===== src/rtl/mulu_pkg.sv =====
package mulu_pkg;
  typedef enum logic [1:0] {
    MODE_LO  = 2'b00,
    MODE_HSS = 2'b01,
    MODE_HSU = 2'b10,
    MODE_HUU = 2'b11
  } mode_e;

  typedef enum logic [1:0] {
    ST_IDLE = 2'b00,
    ST_BUSY = 2'b01,
    ST_DONE = 2'b10
  } state_e;
endpackage


===== src/rtl/mulu_operand_prep.sv =====
module mulu_operand_prep
  import mulu_pkg::*;
#(
  parameter int unsigned W = 32
) (
  input  logic [W-1:0]   op_a_i,
  input  logic [W-1:0]   op_b_i,
  input  mode_e          mode_i,
  output logic [2*W-1:0] mcand_o,
  output logic [W-1:0]   mplier_o,
  output logic [2*W-1:0] acc_init_o
);
  logic a_sgn, b_sgn;
  logic [W-1:0] a_neg;

  assign a_sgn = (mode_i != MODE_HUU);
  assign b_sgn = (mode_i == MODE_HSS);
  assign a_neg = ~op_a_i + W'(1);

  assign mcand_o  = {{W{a_sgn & op_a_i[W-1]}}, op_a_i};
  assign mplier_o = op_b_i;
  // A negative signed multiplier weighs its top bit as -2^W: preload -a*2^W
  assign acc_init_o = (b_sgn && op_b_i[W-1]) ? {a_neg, {W{1'b0}}} : '0;
endmodule


===== src/rtl/mulu_step_core.sv =====
module mulu_step_core #(
  parameter int unsigned W         = 32,
  parameter int unsigned STEP_BITS = 4
) (
  input  logic           clk_i,
  input  logic           rst_ni,
  input  logic           load_i,
  input  logic           step_i,
  input  logic [2*W-1:0] mcand_i,
  input  logic [W-1:0]   mplier_i,
  input  logic [2*W-1:0] acc_init_i,
  output logic [2*W-1:0] acc_next_o,
  output logic           last_o
);
  localparam int unsigned NSTEP = W / STEP_BITS;
  localparam int unsigned CW    = $clog2(NSTEP + 1);

  logic [2*W-1:0] acc_q, mcand_q;
  logic [W-1:0]   mplier_q;
  logic [CW-1:0]  cnt_q;
  logic [2*W-1:0] pp [STEP_BITS];
  logic [2*W-1:0] pp_sum;

  for (genvar j = 0; j < STEP_BITS; j++) begin : g_pp
    assign pp[j] = mplier_q[j] ? (mcand_q << j) : '0;
  end

  always_comb begin
    pp_sum = '0;
    for (int j = 0; j < STEP_BITS; j++) pp_sum = pp_sum + pp[j];
  end

  assign acc_next_o = acc_q + pp_sum;
  assign last_o     = (cnt_q == CW'(NSTEP - 1));

  always_ff @(posedge clk_i or negedge rst_ni) begin
    if (!rst_ni) begin
      acc_q    <= '0;
      mcand_q  <= '0;
      mplier_q <= '0;
      cnt_q    <= '0;
    end else if (load_i) begin
      acc_q    <= acc_init_i;
      mcand_q  <= mcand_i;
      mplier_q <= mplier_i;
      cnt_q    <= '0;
    end else if (step_i) begin
      acc_q    <= acc_next_o;
      mcand_q  <= mcand_q << STEP_BITS;
      mplier_q <= mplier_q >> STEP_BITS;
      cnt_q    <= cnt_q + CW'(1);
    end
  end

  p_cnt_bound_r10: assert property (@(posedge clk_i) disable iff (!rst_ni)
    step_i |-> (cnt_q < CW'(NSTEP)));
  p_load_clears_r10: assert property (@(posedge clk_i) disable iff (!rst_ni)
    load_i |=> (cnt_q == '0));
endmodule


===== src/rtl/mulu_word_sel.sv =====
module mulu_word_sel
  import mulu_pkg::*;
#(
  parameter int unsigned W = 32
) (
  input  logic [2*W-1:0] prod_i,
  input  mode_e          mode_i,
  output logic [W-1:0]   word_o
);
  always_comb begin
    unique case (mode_i)
      MODE_LO: word_o = prod_i[W-1:0];
      default: word_o = prod_i[2*W-1:W];
    endcase
  end
endmodule


===== src/rtl/mulu_top.sv =====
module mulu_top
  import mulu_pkg::*;
#(
  parameter int unsigned W         = 32,
  parameter int unsigned STEP_BITS = 4
) (
  input  logic         clk_i,
  input  logic         rst_ni,
  input  logic         in_valid_i,
  output logic         in_ready_o,
  input  logic [W-1:0] op_a_i,
  input  logic [W-1:0] op_b_i,
  input  logic [1:0]   mode_i,
  output logic         out_valid_o,
  input  logic         out_ready_i,
  output logic [W-1:0] result_o
);
  state_e state_q, state_d;
  mode_e  mode_q;
  logic   zero_q;
  logic [W-1:0] res_q;

  logic accept, load, step, last;
  logic [2*W-1:0] mcand, acc_init, acc_next;
  logic [W-1:0]   mplier, word;

  assign in_ready_o  = (state_q == ST_IDLE) || (state_q == ST_DONE && out_ready_i);
  assign out_valid_o = (state_q == ST_DONE);
  assign result_o    = res_q;
  assign accept      = in_valid_i && in_ready_o;
  assign load        = accept;
  assign step        = (state_q == ST_BUSY);

  mulu_operand_prep #(.W(W)) u_prep (
    .op_a_i    (op_a_i),
    .op_b_i    (op_b_i),
    .mode_i    (mode_e'(mode_i)),
    .mcand_o   (mcand),
    .mplier_o  (mplier),
    .acc_init_o(acc_init)
  );

  mulu_step_core #(.W(W), .STEP_BITS(STEP_BITS)) u_core (
    .clk_i     (clk_i),
    .rst_ni    (rst_ni),
    .load_i    (load),
    .step_i    (step),
    .mcand_i   (mcand),
    .mplier_i  (mplier),
    .acc_init_i(acc_init),
    .acc_next_o(acc_next),
    .last_o    (last)
  );

  mulu_word_sel #(.W(W)) u_sel (
    .prod_i(acc_next),
    .mode_i(mode_q),
    .word_o(word)
  );

  always_comb begin
    state_d = state_q;
    unique case (state_q)
      ST_IDLE: if (accept) state_d = ST_BUSY;
      ST_BUSY: if (last) state_d = ST_DONE;
      ST_DONE: if (out_ready_i) state_d = accept ? ST_BUSY : ST_IDLE;
      default: state_d = ST_IDLE;
    endcase
  end

  always_ff @(posedge clk_i or negedge rst_ni) begin
    if (!rst_ni) begin
      state_q <= ST_IDLE;
      mode_q  <= MODE_LO;
      zero_q  <= 1'b0;
      res_q   <= '0;
    end else begin
      state_q <= state_d;
      if (accept) begin
        mode_q <= mode_e'(mode_i);
        zero_q <= (op_a_i == '0) || (op_b_i == '0);
      end
      if (step && last) res_q <= word;
    end
  end

  p_hold_r7: assert property (@(posedge clk_i) disable iff (!rst_ni)
    (out_valid_o && !out_ready_i) |=> (out_valid_o && $stable(result_o)));
  p_busy_block_r8: assert property (@(posedge clk_i) disable iff (!rst_ni)
    (state_q == ST_BUSY) |-> !in_ready_o);
  p_wait_block_r8: assert property (@(posedge clk_i) disable iff (!rst_ni)
    (out_valid_o && !out_ready_i) |-> !in_ready_o);
  p_zero_r6: assert property (@(posedge clk_i) disable iff (!rst_ni)
    (out_valid_o && zero_q) |-> (result_o == '0));
  p_overlap_r9: assert property (@(posedge clk_i) disable iff (!rst_ni)
    (out_valid_o && out_ready_i) |-> in_ready_o);
  p_accept_r10: assert property (@(posedge clk_i) disable iff (!rst_ni)
    (in_valid_i && in_ready_o) |=> !out_valid_o);
endmodule


===== config.mk =====
export PLATFORM = sky130hd
export DESIGN_NAME = mulu_top
export DESIGN_NICKNAME = d
export VERILOG_FILES = /design/src/rtl/mulu_pkg.sv /design/src/rtl/mulu_operand_prep.sv /design/src/rtl/mulu_step_core.sv /design/src/rtl/mulu_word_sel.sv /design/src/rtl/mulu_top.sv
export SDC_FILE = /design/constraint.sdc
export NUM_CORES = 1
export LEC_CHECK = 0
export ABC_AREA = 0
export BUFFER_PORTS_ARGS = -buffer_cell sky130_fd_sc_hd__buf_4
export CAP_MARGIN = 20
export CORE_MARGIN = 4
export CORE_UTILIZATION = 33
export CTS_CLUSTER_DIAMETER = 200
export DETAILED_ROUTE_END_ITERATION = 8
export HOLD_SLACK_MARGIN = 0.02
export PLACE_DENSITY = 0.44
export SETUP_SLACK_MARGIN = 0.05
export SKIP_CTS_REPAIR_TIMING = 1
export SKIP_LAST_GASP = 1
export SLEW_MARGIN = 20
export SYNTH_ARGS = -nofsm -noshare
export SYNTH_HDL_FRONTEND = slang
export SYNTH_SLANG_ARGS = --single-unit

===== constraint.sdc =====
create_clock -name clk_i -period 8.7 [get_ports clk_i]
set_input_delay 1.305 -clock clk_i [delete_from_list [all_inputs] [get_ports clk_i]]
set_output_delay 1.305 -clock clk_i [all_outputs]
set_load 0.005 [all_outputs]

### Word level (Yosys, flattened, before mapping)

Cells that the tools add are included.
Widths: inputs -> output; s select.

* flip-flop bits (word level): 200
* word-level logic and storage cells: 51

* add/sub/neg operators: 6
* equal/unequal tests: 8
* multiplexer cells: 19
* bitwise gates (word level): 2
* reductions and logical operators: 9

Operators by type and width (number)
* $mux 64: 9
* $add 64x64->64: 4
* $mux 32: 3
* $add 32x1->32 const B: 1
* $not 32->32: 1
* $mux 4: 2
* $mux 2: 3
* $pmux 2 s3: 1
* $add 4x1->4 const B: 1
* $eq 2x1->1 const B: 2
* $eq 4x3->1 const B: 1
* $logic_and 1x1->1: 4
* $logic_not 2->1: 2
* $ne 2x1->1 const B: 2
* $ne 2x2->1 const B: 2
* $reduce_and 3->1: 1
* $eq 2x2->1 const B: 1
* $reduce_bool 2->1: 1
* $and 1x1->1: 1
* $logic_or 1x1->1: 1
* $mux 1: 1

### Logic depth before layout (Yosys ltp)

* depth after elaboration: 7
* depth in mapped cells: 21
* gate-level depth less buffers: 19

### By module

From an unflattened synthesis, not the netlist that was laid out.

* cells, all modules: 2532
* area total of the unflattened synthesis: 21374.2 um2

By module, submodules not included
* mulu_step_core: times used 1, cells each 2148, area an instance 17651.9 um2, sequential area each 4103.9 um2
* mulu_operand_prep: times used 1, cells each 262, area an instance 1796.7 um2, sequential area each 0.0 um2
* mulu_top: times used 1, cells each 86, area an instance 1505.2 um2, sequential area each 900.9 um2
* mulu_word_sel: times used 1, cells each 36, area an instance 420.4 um2, sequential area each 0.0 um2

### Least setup slack after synthesis

OpenSTA, ideal clock, no wires.

* kind: register -> register
* from: register u_core.mplier_q[2]
* to: register res_q[19], in the netlist result_o[19]
* setup time: 0.124 ns
* arrival time: 4.706 ns
* required time: 8.576 ns
* slack: 3.870 ns
* cell stages (with the launch flop): 22
* cells stage by stage: dfrtp_1 clkbuf_1 clkbuf_1 and2_1 fa_1 fa_1 inv_1 fa_1 inv_1 ha_1 inv_1 fa_1 nand2b_1 a21oi_1 nor3_1 a2111oi_2 o31ai_2 o211ai_2 a21boi_1 xor2_1 nor2_1 a211o_1

* longest elaborated chain between the ends: 5

Ends and longest elaborated chain
* start, declared: RTL line mulu_step_core.sv:19 `logic [W-1:0] mplier_q;`
* start signal, assigned: RTL line mulu_step_core.sv:45 `mplier_q <= mplier_i;`
* start signal, assigned: RTL line mulu_step_core.sv:50 `mplier_q <= mplier_q >> STEP_BITS;`
* $mux 64: RTL line mulu_step_core.sv:25 `assign pp[j] = mplier_q[j] ? (mcand_q << j) : '0;`
* $add 64x64->64 (2 in a row): RTL line mulu_step_core.sv:30 `for (int j = 0; j < STEP_BITS; j++) pp_sum = pp_sum + pp[j];`
* $add 64x64->64: RTL line mulu_step_core.sv:33 `assign acc_next_o = acc_q + pp_sum;`
* $mux 32: RTL line mulu_word_sel.sv:11 `unique case (mode_i)`
* end signal, assigned: RTL line mulu_top.sv:83 `if (step && last) res_q <= word;`
* end, declared: RTL line mulu_top.sv:21 `logic [W-1:0] res_q;`

Every way passes these cells.
A chain may end at the register's enable or synchronous reset.

### Worst setup path after layout

* from: register u_core.mplier_q[1]
* to: register res_q[3], in the netlist result_o[3]

* longest elaborated chain between the ends: 6

Ends and longest elaborated chain (RTL line)
* $mux 64: mulu_step_core.sv:25
* $add 64x64->64 (3 in a row): mulu_step_core.sv:30
* $add 64x64->64: mulu_step_core.sv:33
* $mux 32: mulu_word_sel.sv:11

Every way passes these cells.

==> flow_metrics.env <==
export IMPL_cell_chosen_for_the_clock_root="sky130_fd_sc_hd__clkbuf_16"
export IMPL_synth_area_mux_share_pct=0.1742
export IMPL_first_global_vias=16100
export IMPL_path_max_fanout=36
export IMPL_hpwlAfterDp_mm=50.82
export IMPL_synth_xor_area_share_pct=4.174
export IMPL_finalClockSkew_ps=18.02
export IMPL_synth_nets=2479
export IMPL_cts_tree="built"
export IMPL_cts_sinks=200
export IMPL_fin_tns_setup_ps=0
export IMPL_num_rows=86
export IMPL_synth_largest_type_area_fraction_pct=26.80
export IMPL_initialDrtViolationCount=1157
export IMPL_cp_data_arrival_time_ps=6790
export IMPL_place_port_buffers=103
export IMPL_worst_skew_pair_late_latency_ps=520
export IMPL_crit_buf_inv=4
export IMPL_placement_cell_area_sq_um=20130
export IMPL_edff_count_synth=0
export IMPL_unrepaired_setup_endpoints_after_global_routing="no"
export IMPL_yosys_most_used_dff="sky130_fd_sc_hd__dfrtp_1"
export IMPL_crit_path_cell_trace="buf_4 > and2_1 > fa_1 > fa_1 > inv_1 > fa_1 > inv_1 > ha_1 > inv_1 > fa_1 > nand2b_1 > a21oi_1 > nor3_1 > a21oi_1 > a31oi_1 > o21ai_0 > a21oi_1 > xor2_1 > o211ai_1 > o21a_1"
export IMPL_critPathMostFrequentCell="sky130_fd_sc_hd__fa_1"
export IMPL_critical_path_max_stage_delay_ps=930
export IMPL_max_cap_viol_count=0
export IMPL_h_tree_depth=4
export IMPL_setup_violations_final=0
export IMPL_grt_pass1_wl_mm=104.2
export IMPL_drive_gt1_share_pct=8.996
export IMPL_crit_path_leading_delay_family="adder cells"
export IMPL_slew_headroom_pct=32.29
export IMPL_fp_dieH_microns=245.9
export IMPL_syn_mean_instance_area_sq_um=8.645
export IMPL_cp_start_kind="flop"
export IMPL_route_antenna_remaining_nets=0
export IMPL_ys_seq_area_share_pct=26.80
export IMPL_die_w_microns=245.9
export IMPL_die_area_sq_um=60460
export IMPL_finalNetCount=2507
export IMPL_totalWireLength_mm=67.09
export IMPL_grt_total_usage_pct=22.87
export IMPL_post_route_drc_count=0
export IMPL_synth_area_sq_um=18670
export IMPL_synth_adder_area_share_pct=24.08
export IMPL_report_final_slew_viol_count=0
export IMPL_drt_pre_antenna_iters=6
export IMPL_syn_instance_count=2160
export IMPL_top_area_cells_in_the_synthesized_netlist="sky130_fd_sc_hd__dfrtp_1 (27%), sky130_fd_sc_hd__fa_1 (20%), sky130_fd_sc_hd__and2_1 (7.9%), sky130_fd_sc_hd__nand2_1 (6.1%), sky130_fd_sc_hd__inv_1 (4.9%)"
export IMPL_fp_coreArea_sq_um=55520
export IMPL_main_combinational_cell_family_by_area_after_synthesis="adder cells"
export IMPL_area_added_between_synthesis_and_finish_pct=11.04
export IMPL_cp_slowest_cell="sky130_fd_sc_hd__dfrtp_1"
export IMPL_synthesized_area_fraction_occupied_by_and_or_nand_nor_cells_pct=21.86
export IMPL_worstSetupPathType="flop to flop"
export IMPL_ffs_latches_synth=200
export IMPL_grt_max_degree=97
export IMPL_gr_overflow_total=0
export IMPL_antenna_cells=0
export IMPL_clock_path_buffers=2
export IMPL_report_final_hold_viol_count=0
export IMPL_detailroute_via_count=15540
export IMPL_routed_wire_length_per_instance_microns=22.75
export IMPL_status="completed"
export IMPL_yosys_warnings=0
export IMPL_avgViaCountPerCell=5.270
export IMPL_cts_inserted_buffers=17
export IMPL_worst_pin_slew_ps=1016
export IMPL_placedCellCount=2917
export IMPL_place_congestion=0.9178
export IMPL_final_area_sq_um=20730
export IMPL_num_io_pins=104
export IMPL_number_of_antenna_violations_at_the_first_check_in_global_routing=0
export IMPL_starting_density_pct=33.63
export IMPL_synth_async_reset_ratio_pct=100.0
export IMPL_synth_compound_area_share_pct=15.52
export IMPL_min_path_type="flop to flop"
export IMPL_layoutNonFillerInstCount=2949
export IMPL_layout_worst_path_cycle_share_pct=73.38
export IMPL_endpoint_kind="flop"
export IMPL_fmax_ghz=0.1566
export IMPL_yosys_top_cell_by_area="sky130_fd_sc_hd__dfrtp_1"
export IMPL_cts_clk_slew_worst_paths_ps=90
export IMPL_cp_required_ps=9110
export IMPL_min_period_ps=6384
export IMPL_yosysUniqueCellTypes=76
-- final cells by class --
type,instances,area [sq um]
multi-input cells,1600,12340
clock buffers,18,429.2
flip-flops and latches,200,5005
well taps,748,935.9
repair buffers,123,930.9
inverters,246,923.4
fillers,5811,34790
clock inverters,14,173.9
-- through the flow --
stage                     hold WS [ps]  utilization, %  setup WS (ps)
after floorplan                  445.8               -           3870
after detailed placement         463.5           36.26           2366
after global routing             505.6           37.34           1774
final                            482.5           37.34           2316
after CTS                        489.2           37.34           2332
after global placement           459.6           36.25           2425
-- final timing paths --
| check | startpoint | end | slack (ps) | cells past startpoint |
|---|---|---|---|---|
| max reg2reg | u_core.mplier_q[1]$_DFFE_PN0P_ | result_o[3]$_DFFE_PN0P_ | 2320 | 20 |
| max in group asynchronous | rst_ni | u_core.acc_q[36]$_DFFE_PN0P_ | 6440 | 2 |
| min | result_o[8]$_DFFE_PN0P_ | result_o[8]$_DFFE_PN0P_ | 480 | 2 |
| min in group asynchronous | rst_ni | u_core.mcand_q[20]$_DFFE_PN0P_ | 850 | 1 |
| max | u_core.mplier_q[1]$_DFFE_PN0P_ | result_o[3]$_DFFE_PN0P_ | 2320 | 20 |
| min reg2reg | result_o[8]$_DFFE_PN0P_ | result_o[8]$_DFFE_PN0P_ | 480 | 2 |
-- logic make-up (layout without fill, tap and decap cells) --
logic type / Yosys count / count (layout)
compound gates: 436 / 436
xor+xnor: 89 / 89
fa+ha+maj: 249 / 249
buf+inv: 360 / 401
flops: 200 / 200
mux: 3 / 3
simple gates: 823 / 823
-- worst min-delay path, delay by kind of cell, from the launching register on --
family | cells | cell delay, ps
DFF | 1 | 350
AOI/OAI and AO/OA | 1 | 60
and+or+nand+nor | 1 | 40
-- placed cells by master, fill, tap and decap left out, types with 14 or more instances in the layout --
cell type	count
sky130_fd_sc_hd__nand2_1	304
sky130_fd_sc_hd__nor2_1	77
sky130_fd_sc_hd__a21o_1	28
sky130_fd_sc_hd__inv_1	246
sky130_fd_sc_hd__nand4_1	14
sky130_fd_sc_hd__dfrtp_1	200
sky130_fd_sc_hd__xnor2_1	53
sky130_fd_sc_hd__nor3_1	23
sky130_fd_sc_hd__o21ai_1	14
sky130_fd_sc_hd__ha_1	65
sky130_fd_sc_hd__a22oi_1	66
sky130_fd_sc_hd__fa_1	184
sky130_fd_sc_hd__buf_4	122
sky130_fd_sc_hd__a21oi_1	92
sky130_fd_sc_hd__and2_1	234
sky130_fd_sc_hd__a31oi_1	24
sky130_fd_sc_hd__o21ai_0	100
sky130_fd_sc_hd__xor2_1	36
sky130_fd_sc_hd__nand3_1	101
sky130_fd_sc_hd__clkbuf_16	17
sky130_fd_sc_hd__and3_1	14
-- Yosys cell counts (all sizes together) (8+ instances only) --
master	instances
and2	235
and3	14
nor2	80
nor3	25
a22oi	66
clkbuf	96
nand3	102
nor4	10
a21oi	99
inv	246
o211ai	11
a21o	28
fa	184
o21bai	11
nand2	306
xor2	36
nand2b	8
ha	65
nand4	15
dfrtp	200
a31oi	26
o21a	13
xnor2	53
o21ai	114
buf	18
-- state kept, by name, indices dropped and copies added (netlist names) --
register / flops
u_core.mcand_q: 64
result_o: 32
state_q: 2
mode_q: 2
u_core.acc_q: 64
u_core.mplier_q: 32
u_core.cnt_q: 4
-- layer usage --
metal  routed length [microns]  vias to the layer above  track usage (%)
met5                         0                        -                0
met4                      1860                        0            7.175
met3                      4524                       74            5.485
met2                     29470                      471            34.93
met1                     31230                     7813            32.16
li1                          -                     7183                -
Power is left out: the tool's default activity adds up to more than one toggle a clock period on the data nets, which glitch-free logic cannot reach.
